<file path="config.mk">
export PLATFORM = sky130hd
export DESIGN_NAME = pwm_cmp_core
export DESIGN_NICKNAME = d
export VERILOG_FILES = /design/src/rtl/pwmc_pkg.sv /design/src/rtl/pwmc_prescaler.sv /design/src/rtl/pwmc_counter.sv /design/src/rtl/pwmc_threshold.sv /design/src/rtl/pwm_cmp_core.sv
export SDC_FILE = /design/constraint.sdc
export NUM_CORES = 1
export LEC_CHECK = 0
export CAP_MARGIN = 20
export CELL_PAD_IN_SITES_DETAIL_PLACEMENT = 0
export CELL_PAD_IN_SITES_GLOBAL_PLACEMENT = 1
export CORE_MARGIN = 4
export CORE_UTILIZATION = 43
export CTS_CLUSTER_DIAMETER = 30
export CTS_CLUSTER_SIZE = 28
export DETAILED_ROUTE_END_ITERATION = 8
export PLACE_DENSITY_LB_ADDON = 0.1
export SLEW_MARGIN = 10
export SYNTH_ARGS = -nofsm -noshare
export SYNTH_HDL_FRONTEND = slang
export SYNTH_SLANG_ARGS = --single-unit
</file>
<file path="constraint.sdc">
create_clock -name clk -period 5.2 [get_ports clk]
set_clock_uncertainty 0.15 [all_clocks]
set_input_delay 0.52 -clock clk [delete_from_list [all_inputs] [get_ports clk]]
set_output_delay 0.52 -clock clk [all_outputs]
set_load 0.005 [all_outputs]
</file>
<file path="src/rtl/pwmc_pkg.sv">
package pwmc_pkg;
  localparam int unsigned PWMC_DEF_CNT_W = 8;

  typedef struct packed {
    logic full_res;
    logic div2;
  } pwmc_cfg_t;

  localparam pwmc_cfg_t PWMC_CFG_RST = '{full_res: 1'b1, div2: 1'b0};
endpackage

</file>
<file path="src/rtl/pwmc_prescaler.sv">
module pwmc_prescaler (
  input  logic clk,
  input  logic rst_n,
  input  logic div_en,
  input  logic restart,
  output logic tick
);
  logic phase_q;

  // Phase resets to 1 so the first edge after reset is an advance edge.
  always_ff @(posedge clk or negedge rst_n) begin
    if (!rst_n)       phase_q <= 1'b1;
    else if (restart) phase_q <= 1'b0;
    else if (div_en)  phase_q <= ~phase_q;
  end

  assign tick = div_en ? phase_q : 1'b1;

  // when dividing, an advance tick is followed by an idle clock
  a_r3_tick_alternates: assert property (@(posedge clk) disable iff (!rst_n)
    (div_en && tick && !restart) |=> !tick);
endmodule

</file>
<file path="src/rtl/pwmc_counter.sv">
module pwmc_counter #(
  parameter int unsigned CNT_W = 8
) (
  input  logic             clk,
  input  logic             rst_n,
  input  logic             tick,
  input  logic             restart,
  input  logic             full_res,
  output logic [CNT_W-1:0] cnt,
  output logic             period_start
);
  localparam logic [CNT_W-1:0] TOP_FULL  = {CNT_W{1'b1}};
  localparam logic [CNT_W-1:0] TOP_SHORT = {1'b0, {(CNT_W-1){1'b1}}};

  logic [CNT_W-1:0] top;
  logic             at_top;

  assign top    = full_res ? TOP_FULL : TOP_SHORT;
  assign at_top = (cnt >= top);

  // Count resets to all ones so the first advance wraps into a fresh period.
  always_ff @(posedge clk or negedge rst_n) begin
    if (!rst_n) begin
      cnt          <= TOP_FULL;
      period_start <= 1'b0;
    end else begin
      period_start <= restart | (tick & at_top);
      if (restart)   cnt <= '0;
      else if (tick) cnt <= at_top ? '0 : cnt + 1'b1;
    end
  end

  // in short mode the count never reaches the upper half
  a_r2_short_range: assert property (@(posedge clk) disable iff (!rst_n)
    (!full_res) |-> (cnt[CNT_W-1] == 1'b0));
  // an advance at the top value wraps to zero and flags the period start
  a_r2_wrap_start: assert property (@(posedge clk) disable iff (!rst_n)
    (tick && at_top && !restart) |=> (cnt == '0 && period_start));
  // without an advance tick the count holds
  a_r3_hold: assert property (@(posedge clk) disable iff (!rst_n)
    (!tick && !restart) |=> $stable(cnt));
  // start pulse lasts a single clock
  a_r2_start_single: assert property (@(posedge clk) disable iff (!rst_n)
    period_start |=> !period_start);
endmodule

</file>
<file path="src/rtl/pwmc_threshold.sv">
module pwmc_threshold #(
  parameter int unsigned CNT_W = 8
) (
  input  logic [CNT_W-1:0] pw,
  input  logic             full_res,
  output logic [CNT_W:0]   thr
);
  localparam int unsigned SW = CNT_W - 1;
  localparam logic [CNT_W:0] FULL_ON  = {1'b1, {CNT_W{1'b0}}};
  localparam logic [CNT_W:0] SHORT_ON = {2'b01, {SW{1'b0}}};

  logic [SW-1:0] pw_lo;
  assign pw_lo = pw[SW-1:0];

  always_comb begin
    if (full_res) begin
      if (pw <= 1)  thr = '0;
      else if (&pw) thr = FULL_ON;
      else          thr = {1'b0, pw};
    end else begin
      if (pw[CNT_W-1] || (&pw_lo)) thr = SHORT_ON;
      else if (pw_lo <= 1)         thr = '0;
      else                         thr = {2'b00, pw_lo};
    end
  end
endmodule

</file>
<file path="src/rtl/pwm_cmp_core.sv">
module pwm_cmp_core
  import pwmc_pkg::*;
#(
  parameter int unsigned CNT_W = PWMC_DEF_CNT_W
) (
  input  logic             clk,
  input  logic             rst_n,
  input  logic [CNT_W-1:0] pw_value,
  input  logic             full_res,
  input  logic             div2,
  output logic             pwm_raw,
  output logic             period_start
);
  localparam int unsigned SW = CNT_W - 1;

  pwmc_cfg_t        cfg_q;
  pwmc_cfg_t        cfg_in;
  logic             restart;
  logic             run_q;
  logic             tick;
  logic [CNT_W-1:0] cnt;
  logic [CNT_W:0]   thr;

  assign cfg_in  = '{full_res: full_res, div2: div2};
  assign restart = (cfg_in != cfg_q);

  always_ff @(posedge clk or negedge rst_n) begin
    if (!rst_n) begin
      cfg_q <= PWMC_CFG_RST;
      run_q <= 1'b0;
    end else begin
      cfg_q <= cfg_in;
      run_q <= 1'b1;
    end
  end

  pwmc_prescaler u_presc (
    .clk     (clk),
    .rst_n   (rst_n),
    .div_en  (cfg_q.div2),
    .restart (restart),
    .tick    (tick)
  );

  pwmc_counter #(.CNT_W(CNT_W)) u_cnt (
    .clk          (clk),
    .rst_n        (rst_n),
    .tick         (tick),
    .restart      (restart),
    .full_res     (cfg_q.full_res),
    .cnt          (cnt),
    .period_start (period_start)
  );

  pwmc_threshold #(.CNT_W(CNT_W)) u_thr (
    .pw       (pw_value),
    .full_res (cfg_q.full_res),
    .thr      (thr)
  );

  // Unregistered compare: a new pulse width acts in the same clock.
  assign pwm_raw = run_q && ({1'b0, cnt} < thr);

  logic pw_never, pw_always;
  assign pw_never  = (pw_value <= 1) && (cfg_q.full_res || !pw_value[CNT_W-1]);
  assign pw_always = cfg_q.full_res ? (&pw_value)
                                    : (pw_value[CNT_W-1] || (&pw_value[SW-1:0]));

  // nothing is driven before the first edge after reset
  a_r1_idle_after_reset: assert property (@(posedge clk) disable iff (!rst_n)
    (!run_q) |-> (!pwm_raw && !period_start));
  // codes 0 and 1 never drive the output high
  a_r5_never_high: assert property (@(posedge clk) disable iff (!rst_n)
    pw_never |-> !pwm_raw);
  // all-ones codes hold the output high once running
  a_r6_always_high: assert property (@(posedge clk) disable iff (!rst_n)
    (run_q && pw_always) |-> pwm_raw);
  // a setting change restarts the period
  a_r8_restart: assert property (@(posedge clk) disable iff (!rst_n)
    restart |=> (cnt == '0 && period_start));
endmodule

</file>
# After elaboration in Yosys (flattened, before gate mapping)
# Index checks and enable logic that the tools add are counted.
# word_totals
reg_bits,13
latchBits,0
mem_bits_rw,0
mem_bits_ro,0
input_bits,12
out_inout_bits,2
elab_cells,33
n_memories,0
# classes
add_sub_neg,1
mul,0
div,0
n_lt_le_gt_ge,4
eq_ne,1
shifts,0
n_mux,12
bitwise_logic,3
reduce_logical,6
# op_table
cell,n
9-bit 2-to-1 mux,4
8-bit 2-to-1 mux,4
8-bit by 9-bit < comparator with 1-bit output,1
8-bit by 1-bit adder with 8-bit output (second input constant),1
8-bit greater-or-equal comparator,1
8-bit by 1-bit <= comparator with 1-bit output (second input constant),1
8-bit AND reduction,1
7-bit by 1-bit <= comparator with 1-bit output (second input constant),1
7-bit 2-to-1 mux,1
7-bit AND reduction,1
2-bit nonzero test,2
1-bit 2-to-1 mux,3
2-bit != test,1
1-bit AND,1
1-bit logical AND,1
1-bit logical OR,1
1-bit inverter,1
1-bit bitwise OR,1

# Logic depth before layout (Yosys ltp)
# logic_depth
word_depth,6
ltp_mapped,10
ltp_nobuf,9

# By module
# A second synthesis with hierarchy kept.
# unflattened
hier_cells,106
area_unflattened_um2,973.4
# by_module_without_submodules
module,n_inst,cells_per_inst,area_each_um2,seq_area_each_um2
pwmc_counter,1,43,455.4,235.2
pwm_cmp_core,1,35,297.8,76.3
pwmc_threshold,1,24,170.2,0.0
pwmc_prescaler,1,4,50.0,26.3

# Worst setup path after synthesis
# OpenSTA, ideal clock, no wires.
# synth_path
kind,input to output
startpoint,in pw_value[1]
endpoint,out pwm_raw
t_arrival_ns,2.342
required_ns,4.530
slack_ns,2.188
path_stages,9
path_buffers,0
path_cell_list,or4_1 > o311ai_1 > nand3_1 > nand2_1 > ha_1 > nand3_1 > nor4_1 > o21ai_1 > a31o_1
# synth_between
elab_chain_len,6
elab_cells_between_ends,12
classes_between,order compare: 3; mux: 5; reduce/logical: 4
# synth_rtl
element,line_no,text
from (decl),pwm_cmp_core.sv:8,"input logic [CNT_W-1:0] pw_value,"
"7-bit by 1-bit <= comparator with 1-bit output, or another cell as far along",pwmc_threshold.sv:22,else if (pw_lo <= 1) thr = '0;
"7-bit 2-to-1 mux, or another cell as far along",pwmc_threshold.sv:22,
9-bit 2-to-1 mux (on tied branches),"pwmc_threshold.sv:21, pwmc_threshold.sv:17",
9-bit 2-to-1 mux (*),pwmc_threshold.sv:16,if (full_res) begin
8-bit by 9-bit < comparator with 1-bit output (*),pwm_cmp_core.sv:62,"assign pwm_raw = run_q && ({1'b0, cnt} < thr);"
1-bit logical AND (*),pwm_cmp_core.sv:62,
to (decl),pwm_cmp_core.sv:11,"output logic pwm_raw,"
# Every way passes the cells marked *; elsewhere a longest branch is shown, timed or not.

# Worst setup path after layout
# Same ends and word-level chain as after synthesis.

==> run summary <==
First-pass GRT wire length = 3440 microns
Fmax = 0.240 GHz
Final setup fails = 0
Post-synthesis async set-or-reset flop share = 100%
Post-layout min period = 4.16 ns
Hold Fails Final Rpt = 0
Primary FF master, synth = dfstp_2
Cells on worst reg2reg path = 5
Crit path kind = input pin to output pin
Relative slew slack = 63.8%
Max_cap viols = 0
Crit path DAT = 3.49 ns
Wirelength per Cell = 13.5 microns
Hold wc startpoint = u_cnt.cnt[1]
Synth area leaders = dfstp_2 28%, ha_1 12%, dfrtp_1 7.9%
Unrepaired setup endpoints after global routing = no
CTS H-tree depth = 1
Port Buf Inserts = 13
Die X = 55.0 microns
Largest net degree at the start of global routing = 14
DRT Pass-1 Iters = 4
CTS Hold Buffers Added = 0
Syn Area/Cell = 9.69 sq um
Sequential share of the synthesized area = 35.6%
Post-synth cell types = 39
Worst setup EP type = output pin
Worst vdd ir = 0.117 mV
CP max stage cell = or4_1
Layout area overhead = 18.8%
Fin. max-slew vios = 0
Vias in the first global route = 757
Critical Path Max Stage Delay = 0.57 ns
Pwr Density = 193 nW/um^2
Worst setup SP type = input pin
Initial antenna violation count = 0
Via density = 5.49
Final wirelength = 1900 microns
Worst-margin pin slew = 0.541 ns
Diode count = 0
Reg-to-Reg End = u_cnt.cnt[4]
Post-synth top area share = 27.7%
Die ar. = 3020 sq um
Reg-to-Reg Start = cfg_q[1]
Hold WS = 0.347 ns
Setup TNS = 0 ns
Synth area leader = dfstp_2
Most frequent cells in the layout = 13 x nand2_1, 13 x clkdlybuf4s50_1, 10 x dfstp_2
Initial Utilization = 47.0%
HP Class = flip-flop to flip-flop
Initial drt markers = 12
Number of synthesized flops with an enable pin = 0
LEAKAGE = 0.425 nW
DP HPWL = 1560 microns
Post-cts repair resize count = 0
Post-Syn Area = 950 sq um
Register clock-pin slew on the reported worst setup and hold paths = 0.08 ns
Layout cell share with drive strength beyond 1 = 17.5%
Routability cong. = 0.892
Number of synthesized register bits = 13
Die height = 55.0 microns
Core area = 2020 sq um
DRT antenna net count = 0
Io pins = 14
CTS tree = yes
Root Buffer = clkbuf_4
Hold endpoint = u_cnt.cnt[1]
Maximum root-to-sink buffer count = 2
Syn Inst Count = 98
Synth Warn # = 0
CTS Buf Count = 3
Reg-to-reg slack, setup = 3.32 ns
Crit-path max FO = 6
Sinks on the clock net = 13
CP Cell Sequence = clkdlybuf4s50_1 > or4_1 > o311ai_1 > nand3_1 > nand2_1 > ha_1 > nand3_1 > nor4_1 > o21ai_1 > a31o_1 > clkdlybuf4s50_1
CP required = 4.53 ns
Final Net Count = 136
Post-CTS Setup Repair Bufs = 0
FP Rows = 16
WHS Path Cells = 2
Status = finished clean
Overall Global Routing Usage = 15.9%
Gr ovfl total = 0
Period utilization = 80.0%
Post-Syn Nets = 119
Vias after detailed routing = 774
Worst-Skew Late Latency = 0.27 ns
Drt drc = 0
==> registers in the layout (all words and copies together) (netlist names) <==
name                count
run_q                   1
cfg_q                   2
u_cnt.cnt               8
u_presc.phase_q         1
u_cnt.period_start      1
==> cell families (layout without fill, tap and decap cells) <==
kind of cell	Yosys count	after routing	share of synthesized area, %
other	1	1	0.395
xor gates and xnor gates	10	10	11.2
buffers and inverters	3	19	1.98
AOI/OAI and AO/OA	20	20	15.2
adders and majority gates	9	9	11.9
and+or+nand+nor	42	42	23.8
DFF	13	13	35.6
==> cell usage after synthesis (2+ instances only) <==
master      n
o31ai_1     2
nand3_1     5
dfrtp_1     3
nand3b_1    2
o2111ai_1   2
ha_1        9
xor2_1      6
o211ai_1    3
dfstp_2    10
o21ai_0     2
a21oi_1     3
inv_1       2
nor2_1      8
xnor2_1     3
nor3_1      2
nand2_1    13
==> layout make-up <==
cell class / instances / area, sq um
fill: 179 / 893
sequential: 13 / 338
multi-input combinational: 82 / 593
inverter: 2 / 7.51
clock buffer: 4 / 26.3
tap: 27 / 33.8
timing repair buffer: 13 / 130
==> critical path: cells and delay by family <==
kind                       cells  cell delay, ns
buffers and inverters          2            0.87
AOI/OAI and AO/OA              3            0.59
adders and majority gates      1            0.14
and+or+nand+nor                5            1.35
==> metrics by stage <==
| step | utilization, % | total power, mW | area, sq um | setup WS (ns) | std cells |
|---|---|---|---|---|---|
| floorplan | - | 0.137 | 950 | 2.19 | 98 |
| global placement | 54.5 | 0.159 | 1100 | 1.20 | 137 |
| detailed placement | 54.5 | 0.159 | 1100 | 1.09 | 137 |
| CTS | 55.8 | 0.222 | 1130 | 1.07 | 141 |
| global route | 55.8 | 0.235 | 1130 | 0.749 | 141 |
| finish | 55.8 | 0.218 | 1130 | 1.04 | 141 |
==> power breakdown <==
group	internal, mW	switching (mW)	leakage, nW
sequential	0.107	0.00507	0.137
combinational	0.0221	0.0230	0.273
clock	0.0297	0.0308	0.0150
total	0.159	0.0588	0.425
==> layer usage <==
layer,global-route usage (%),part of all wire [%],vias up
met1,22.9,51,371
li1,-,-,398
met4,2.43,0,0
met5,0,0,-
met2,23.6,46,5
met3,4.83,2.9,0
==> how the worst max path moves through the flow <==
stage	startpoint	endpoint	slack [ns]
2_1_floorplan	pw_value[1]	pwm_raw	2.19
3_3_place_gp	pw_value[1]	pwm_raw	1.20
3_5_place_dp	pw_value[1]	pwm_raw	1.09
4_1_cts	pw_value[1]	pwm_raw	1.07
5_1_grt	pw_value[1]	pwm_raw	0.75
6_report	pw_value[1]	pwm_raw	1.04
Power figures use the tool's default switching activity.
